$ cat src/rtl/alu_flag_pkg.sv
package alu_flag_pkg;

   typedef enum logic [2:0] {
      OP_ADD  = 3'd0,
      OP_SUB  = 3'd1,
      OP_AND  = 3'd2,
      OP_OR   = 3'd3,
      OP_XOR  = 3'd4,
      OP_MOVA = 3'd5,
      OP_MOVT = 3'd6,
      OP_MOVB = 3'd7
   } op_e;

   typedef enum logic [1:0] {
      CLS_NONE = 2'd0,
      CLS_ZN   = 2'd1,
      CLS_ALL  = 2'd2
   } upd_cls_e;

   localparam int NUM_FLAGS = 5;
   localparam int FLG_C     = 0;
   localparam int FLG_DC    = 1;
   localparam int FLG_Z     = 2;
   localparam int FLG_OV    = 3;
   localparam int FLG_N     = 4;

   // packed: first member is the MSB, so c lands at bit 0
   typedef struct packed {
      logic n;
      logic ov;
      logic z;
      logic dc;
      logic c;
   } flags_t;

endpackage

$ cat src/rtl/alu_flag_datapath.sv
module alu_flag_datapath
   import alu_flag_pkg::*;
#(
   parameter int DATA_W = 8,
   parameter int NIB_W  = 4
) (
   input  logic [DATA_W-1:0] a,
   input  logic [DATA_W-1:0] b,
   input  op_e               op,
   output logic [DATA_W-1:0] res,
   output flags_t            raw
);

   localparam int MSB   = DATA_W - 1;
   localparam int MID_W = DATA_W - 1 - NIB_W;

   generate
      if (NIB_W < 1 || MID_W < 1) begin : g_bad_split
         $error("alu_flag_datapath: NIB_W must leave at least one middle bit");
      end
   endgenerate

   logic              is_sub;
   logic [DATA_W-1:0] bx;
   logic [NIB_W:0]    lo_sum;
   logic [MID_W:0]    mid_sum;
   logic [1:0]        top_sum;
   logic [DATA_W-1:0] arith;

   // segmented adder: nibble, middle, sign bit, so both inner carries are visible
   always_comb begin
      is_sub  = (op == OP_SUB);
      bx      = is_sub ? ~b : b;
      lo_sum  = {1'b0, a[NIB_W-1:0]} + {1'b0, bx[NIB_W-1:0]}
              + {{NIB_W{1'b0}}, is_sub};
      mid_sum = {1'b0, a[MSB-1:NIB_W]} + {1'b0, bx[MSB-1:NIB_W]}
              + {{MID_W{1'b0}}, lo_sum[NIB_W]};
      top_sum = {1'b0, a[MSB]} + {1'b0, bx[MSB]} + {1'b0, mid_sum[MID_W]};
      arith   = {top_sum[0], mid_sum[MID_W-1:0], lo_sum[NIB_W-1:0]};
   end

   always_comb begin
      unique case (op)
         OP_ADD,
         OP_SUB:  res = arith;
         OP_AND:  res = a & b;
         OP_OR:   res = a | b;
         OP_XOR:  res = a ^ b;
         OP_MOVA,
         OP_MOVT: res = a;
         OP_MOVB: res = b;
         default: res = a;
      endcase
   end

   always_comb begin
      raw.c  = top_sum[1];
      raw.dc = lo_sum[NIB_W];
      raw.ov = top_sum[1] ^ mid_sum[MID_W];
      raw.z  = ~|res;
      raw.n  = res[MSB];
   end

   // cross-check of the segmented chain against a single wide addition
   always_comb begin
      if (op == OP_ADD) begin
         assert_carry_sum_R3: assert ({raw.c, res} == ({1'b0, a} + {1'b0, b}))
            else $error("segmented add disagrees with wide add");
      end
   end

endmodule

$ cat src/rtl/alu_flag_class.sv
module alu_flag_class
   import alu_flag_pkg::*;
(
   input  op_e    op,
   output flags_t mask
);

   upd_cls_e cls;

   always_comb begin
      unique case (op)
         OP_ADD, OP_SUB:                 cls = CLS_ALL;
         OP_AND, OP_OR, OP_XOR, OP_MOVT: cls = CLS_ZN;
         default:                        cls = CLS_NONE;
      endcase
   end

   always_comb begin
      mask = '0;
      unique case (cls)
         CLS_ALL: mask = '1;
         CLS_ZN:  begin
            mask.z = 1'b1;
            mask.n = 1'b1;
         end
         default: mask = '0;
      endcase
   end

   always_comb begin
      assert_class_shape_R7: assert ($countones(mask) == 0 || $countones(mask) == 2
                                     || $countones(mask) == NUM_FLAGS)
         else $error("update mask has an unexpected shape");
   end

endmodule

$ cat src/rtl/alu_flag_branch.sv
module alu_flag_branch
   import alu_flag_pkg::*;
#(
   parameter int STAT_W = 8,
   parameter int SEL_W  = 3
) (
   input  logic [STAT_W-1:0] status,
   input  logic [SEL_W-1:0]  sel,
   input  logic              want_set,
   output logic              take
);

   generate
      if ((1 << SEL_W) < STAT_W) begin : g_bad_sel
         $error("alu_flag_branch: SEL_W too narrow for STAT_W");
      end
   endgenerate

   logic [(1<<SEL_W)-1:0] flag_vec;

   generate
      for (genvar i = 0; i < (1 << SEL_W); i++) begin : g_vec
         if (i < NUM_FLAGS) begin : g_flag
            assign flag_vec[i] = status[i];
         end else begin : g_none
            assign flag_vec[i] = 1'b0;
         end
      end
   endgenerate

   logic in_range;

   always_comb begin
      in_range = (int'(sel) < NUM_FLAGS);
      take     = in_range && (flag_vec[sel] == want_set);
   end

   always_comb begin
      if (!in_range) begin
         assert_no_take_unused_R10: assert (!take)
            else $error("branch taken on an unused status bit");
      end
   end

endmodule

$ cat src/rtl/alu_flag_status.sv
module alu_flag_status
   import alu_flag_pkg::*;
#(
   parameter  int DATA_W = 8,
   parameter  int NIB_W  = 4,
   parameter  int STAT_W = 8,
   localparam int SEL_W  = $clog2(STAT_W)
) (
   input  logic              clk,
   input  logic              rst_n,
   input  logic [DATA_W-1:0] opa,
   input  logic [DATA_W-1:0] opb,
   input  logic [2:0]        op,
   input  logic              valid,
   input  logic              wr_en,
   input  logic [STAT_W-1:0] wr_data,
   input  logic [SEL_W-1:0]  br_sel,
   input  logic              br_set,
   output logic [DATA_W-1:0] result,
   output logic [STAT_W-1:0] status,
   output logic              take
);

   generate
      if (STAT_W < NUM_FLAGS + 1) begin : g_bad_stat
         $error("alu_flag_status: STAT_W must exceed the flag count");
      end
   endgenerate

   op_e    op_q;
   flags_t raw;
   flags_t mask;
   flags_t flg_q;
   flags_t flg_d;

   assign op_q = op_e'(op);

   alu_flag_datapath #(.DATA_W(DATA_W), .NIB_W(NIB_W)) u_dp (
      .a   (opa),
      .b   (opb),
      .op  (op_q),
      .res (result),
      .raw (raw)
   );

   alu_flag_class u_cls (
      .op   (op_q),
      .mask (mask)
   );

   always_comb begin
      flg_d = flg_q;
      if (wr_en) begin
         flg_d = flags_t'(wr_data[NUM_FLAGS-1:0]);
      end else if (valid) begin
         flg_d = (raw & mask) | (flg_q & ~mask);
      end
   end

   always_ff @(posedge clk or negedge rst_n) begin
      if (!rst_n) begin
         flg_q <= '0;
      end else begin
         flg_q <= flg_d;
      end
   end

   logic unused_wr_hi;
   assign unused_wr_hi = ^wr_data[STAT_W-1:NUM_FLAGS];

   generate
      for (genvar i = 0; i < STAT_W; i++) begin : g_stat
         if (i < NUM_FLAGS) begin : g_live
            assign status[i] = flg_q[i];
         end else begin : g_pad
            assign status[i] = 1'b0;
         end
      end
   endgenerate

   alu_flag_branch #(.STAT_W(STAT_W), .SEL_W(SEL_W)) u_br (
      .status   (status),
      .sel      (br_sel),
      .want_set (br_set),
      .take     (take)
   );

   assert_hold_idle_R8: assert property (@(posedge clk) disable iff (!rst_n)
      (!valid && !wr_en) |=> $stable(status));

   assert_move_keeps_R7: assert property (@(posedge clk) disable iff (!rst_n)
      (valid && !wr_en && (op_q == OP_MOVA || op_q == OP_MOVB)) |=> $stable(status));

   assert_test_keeps_cov_R7: assert property (@(posedge clk) disable iff (!rst_n)
      (valid && !wr_en && op_q == OP_MOVT)
      |=> ($stable(status[FLG_C]) && $stable(status[FLG_DC]) && $stable(status[FLG_OV])));

   assert_write_wins_R9: assert property (@(posedge clk) disable iff (!rst_n)
      wr_en |=> (status[NUM_FLAGS-1:0] == $past(wr_data[NUM_FLAGS-1:0])));

   assert_sign_copy_R5: assert property (@(posedge clk) disable iff (!rst_n)
      (valid && !wr_en && op_q == OP_XOR) |=> (status[FLG_N] == $past(opa[DATA_W-1] ^ opb[DATA_W-1])));

endmodule

$ cat config.mk
export PLATFORM = sky130hd
export DESIGN_NAME = alu_flag_status
export DESIGN_NICKNAME = d
export VERILOG_FILES = /design/src/rtl/alu_flag_pkg.sv /design/src/rtl/alu_flag_datapath.sv /design/src/rtl/alu_flag_class.sv /design/src/rtl/alu_flag_branch.sv /design/src/rtl/alu_flag_status.sv
export SDC_FILE = /design/constraint.sdc
export NUM_CORES = 1
export LEC_CHECK = 0
export BUFFER_PORTS_ARGS = -buffer_cell sky130_fd_sc_hd__buf_2
export CAP_MARGIN = 25
export CORE_ASPECT_RATIO = 0.75
export CORE_MARGIN = 2
export CORE_UTILIZATION = 50
export CTS_CLUSTER_SIZE = 16
export DETAILED_ROUTE_END_ITERATION = 10
export PLACE_DENSITY_LB_ADDON = 0.05
export SLEW_MARGIN = 20
export SYNTH_ARGS = -nofsm -noshare
export SYNTH_HDL_FRONTEND = slang
export SYNTH_SLANG_ARGS = --single-unit
$ cat constraint.sdc
create_clock -name clk -period 4.5 [get_ports clk]
set_input_delay 0.225 -clock clk [delete_from_list [all_inputs] [get_ports clk]]
set_output_delay 0.225 -clock clk [all_outputs]
set_load 0.005 [all_outputs]
==> results.md <==
- Compared with the post-synthesis result, the final layout area differs by 19.7%.
- The data arrival time at the worst-slack endpoint is 4.08 ns.
- The TritonCTS clock tree is done.
- The wire length per cell after detailed routing is 13.7 um.
- The initial antenna violation count is 0.
- Entering global routing, the biggest net connects 30 pins.
- The number of cells on the worst reg-to-reg path is 4.
- The count of buffers from port buffering is 45.
- On the worst path, the slowest cell contributes a delay of between 0.5 and 0.6 ns.
- Synthesis inferred 5 register bits.
- The mean post-synth cell area is about 8 sq um.
- The utilization after layout is between 60 and 70%.
- The x dimension of the die is 66.0 um.
- The core region is ~2700 sq um.
- The number of buffer and inverter instances along the worst setup path is 2.
- The run finished with clean final reports.
- The global-route wire length before repair is approximately 6000 um.
- The number of maximum-capacitance violations is 0.
- The largest voltage drop on the vdd net is about 140 uV.
- The number of max-slew violations in the final report is 0.
- The final count of negative-setup-slack endpoints is 0.
- The residual DRC count is 0.
- The number of buffers created by CTS is 3.
- The most frequent cell on the critical path is sky130_fd_sc_hd__fa_1.
- The clock skew after layout is 0 ns.
- For this block, the initial DRC count from the detailed router was 42.
- The half-perimeter wire length after detailed placement is between 2000 and 3000 um.
- The die is just over 50 um tall.
- The clock period minus worst slack is 3.95 ns.
- The total wire length is about 3600 um.
- The power per standard cell area is between 150 and 200 nW/um^2.
- The critical path runs through a total of 16 cells.
- For this run, the total global-route usage over all layers was measured as between 20% and 30%.
- The worst setup path is launched from an input pin.
- The first detailed-routing pass ran for 4 iterations.
- The final design area excluding fillers is between 1500 and 2000 sq um.
- After clock tree synthesis, the clock-pin slew on the worst setup and hold paths is about 0.040 ns.
- The most common library cell in the layout ignoring fill and taps is sky130_fd_sc_hd__buf_2.
- The effective utilization at floorplan is 53.7%.
- The aggregate negative setup slack is 0 ns.
- The number of buffers on the longest clock path is 2.
- The via count of the first global-routing pass is ~1400.
- The gate family responsible for the most delay along the worst path is compound AO/OA/AOI/OAI gates.
- The reg2reg setup slack is approximately 3.7 ns.
- STA classifies the critical path endpoint as a register.
- The signal on the critical path passes through buf_2 > nor3b_1 > buf_4 > xnor2_1 > ha_1 > a21o_1 > a21oi_1 > fa_1 > nor2b_1 > o21ai_0 > nand2b_1 > fa_1 > a32o_1 > a211o_1 > or4_1 > o31ai_2.
- The fmax is 0.253 GHz.
- In this run the worst setup path begins at op[1].
- The final net count is approximately 290.
- The number of distinct library cells after synthesis is 47.
- The clock latency on the worst-skew pair is 0.22 ns.
- In this run the worst hold path is classified as in -> reg.
- The biggest fanout along the worst timing path is 8.
- For this design, the slowest cell found on the critical path is sky130_fd_sc_hd__or4_1.
- Once the clock tree was built, the resizer swapped 0 gates to a different size.
- The mapped netlist covers 1440 sq um.
- In the final layout, the share of cells above drive strength 1 is about a quarter.
- Counting instances, the worst hold path has a depth of 3.
- Clock tree synthesis selected as its root buffer the cell sky130_fd_sc_hd__clkbuf_8.
- The final-report hold violation count is 0.
- The site row count is 16.
- Yosys mapped a number of flops with a built-in enable equal to 0.
- The level count of the clock H-tree is 1.
- The die footprint is ~3300 sq um.
- The repair_antennas step left the layout with diodes totalling 0.
- Summed over all cells, the static leakage comes to just over 0.9 nW.
- In the layout the commonest cells are sky130_fd_sc_hd__buf_2 (45), sky130_fd_sc_hd__inv_1 (22), sky130_fd_sc_hd__ha_1 (21).
- The post-place instance area is between 1500 and 2000 sq um.
- The total power is about 0.31 mW.
- The final weighted congestion of routability-driven global placement is between 0.8 and 0.9.
- In the synthesized netlist the async set-or-reset flop fraction comes to between 90% and 100%.
- between 50 and 60 I/O pins were placed.
- The overall overflow remaining after global route is 0.
- The startpoint of the lowest-slack hold path is wr_data[4].
- Sequential cells were found to cover between 8 and 9% of the synthesized design area.
- The post-route fraction of the period consumed by the critical path is 87.9%.
- The overall via count from detail_route is 1422.
- The number of routed nets with antenna violations is 0.
- Synthesis produced around 180 cells.
- During synthesis, Yosys emitted a total of 0 warnings.
- The post-detailed-route via-to-cell ratio is 5.43.
- The most used flip-flop cell after synthesis is sky130_fd_sc_hd__dfrtp_1.
- The clock net sink count is 5.
- Setup repair after global routing left no endpoint under its margin.
- For the worst setup path, the data required time is between 4 and 5 ns.
- The type of the worst setup path is in -> reg.
## worst min-delay path, delay by kind of cell
| family | cells | cell delay (ns) |
|---|---|---|
| buffers and inverters | 1 | 0.08 |
| AO/OA/AOI/OAI | 1 | 0.06 |
| AND/OR/NAND/NOR | 1 | 0.04 |
## metrics by stage
step | setup WS [ns] | std cells | hold slack (ns)
CTS | 0.513 | 262 | 0.214
detailed placement | 0.301 | 257 | 0.0482
floorplan | 0.542 | 185 | -0.0706
global route | 0.304 | 262 | 0.238
finish | 0.546 | 262 | 0.216
global placement | 0.318 | 257 | 0.0449
## synthesized netlist by cell type, types with 2 or more instances
cell / number / area, sq um
sky130_fd_sc_hd__inv_1: 22 / 82.6
sky130_fd_sc_hd__a31oi_1: 2 / 12.5
sky130_fd_sc_hd__or4_1: 2 / 15.0
sky130_fd_sc_hd__mux2i_1: 7 / 70.1
sky130_fd_sc_hd__nor3_1: 3 / 15.0
sky130_fd_sc_hd__buf_2: 6 / 30.0
sky130_fd_sc_hd__a22oi_1: 2 / 15.0
sky130_fd_sc_hd__nor2_1: 12 / 45.0
sky130_fd_sc_hd__fa_1: 4 / 80.1
sky130_fd_sc_hd__dfrtp_1: 5 / 125
sky130_fd_sc_hd__xor2_1: 6 / 52.6
sky130_fd_sc_hd__buf_4: 4 / 30.0
sky130_fd_sc_hd__xnor2_1: 8 / 70.1
sky130_fd_sc_hd__a211o_1: 2 / 17.5
sky130_fd_sc_hd__a21oi_1: 14 / 70.1
sky130_fd_sc_hd__nand3_1: 4 / 20.0
sky130_fd_sc_hd__o21ai_0: 13 / 65.1
sky130_fd_sc_hd__a21o_1: 2 / 15.0
sky130_fd_sc_hd__ha_1: 21 / 263
sky130_fd_sc_hd__nand2b_1: 3 / 18.8
sky130_fd_sc_hd__nand2_1: 12 / 45.0
sky130_fd_sc_hd__a211oi_1: 2 / 15.0
sky130_fd_sc_hd__nor3b_1: 2 / 15.0
sky130_fd_sc_hd__clkbuf_1: 2 / 7.51
## routing by layer
| layer | part of all wire (%) | wire length [um] | global-route usage, % |
|---|---|---|---|
| met1 | 46 | 1650 | 32.0 |
| met5 | 0 | 0 | 0 |
| met3 | 7.3 | 261 | 3.59 |
| met2 | 47 | 1670 | 39.1 |
| met4 | 0 | 0 | 1.02 |
## where the power goes
part           total (mW)  internal (mW)  switching, mW
Sequential         0.0542         0.0500        0.00426
Clock              0.0821         0.0608         0.0213
Combinational       0.176         0.0821         0.0944
## area by class of cell
class,count,area (sq um)
fill,262,958
timing repair buffer,50,265
sequential,5,125
tap,36,45.0
clock buffer,4,45.0
multi-input combinational,145,1160
inverter,22,82.6
## cell families after synthesis
logic type      share of synthesized area, %
compound gates                          21.6
xor+xnor                                8.51
fa+ha+maj                               23.8
buf+inv                                 11.2
flops                                   8.69
mux                                     9.04
other cells                            0.260
simple gates                            16.9
## worst max path at each step
stage	to
2_1_floorplan	register
3_3_place_gp	register
3_5_place_dp	register
4_1_cts	register
5_1_grt	register
6_report	register
## what timing repair did
action,4_1_cts,5_1_grt
hold buffers,1,0
hold endpoints to repair,5,0
buffers inserted,0,0
(Power assumes the default switching activity.)
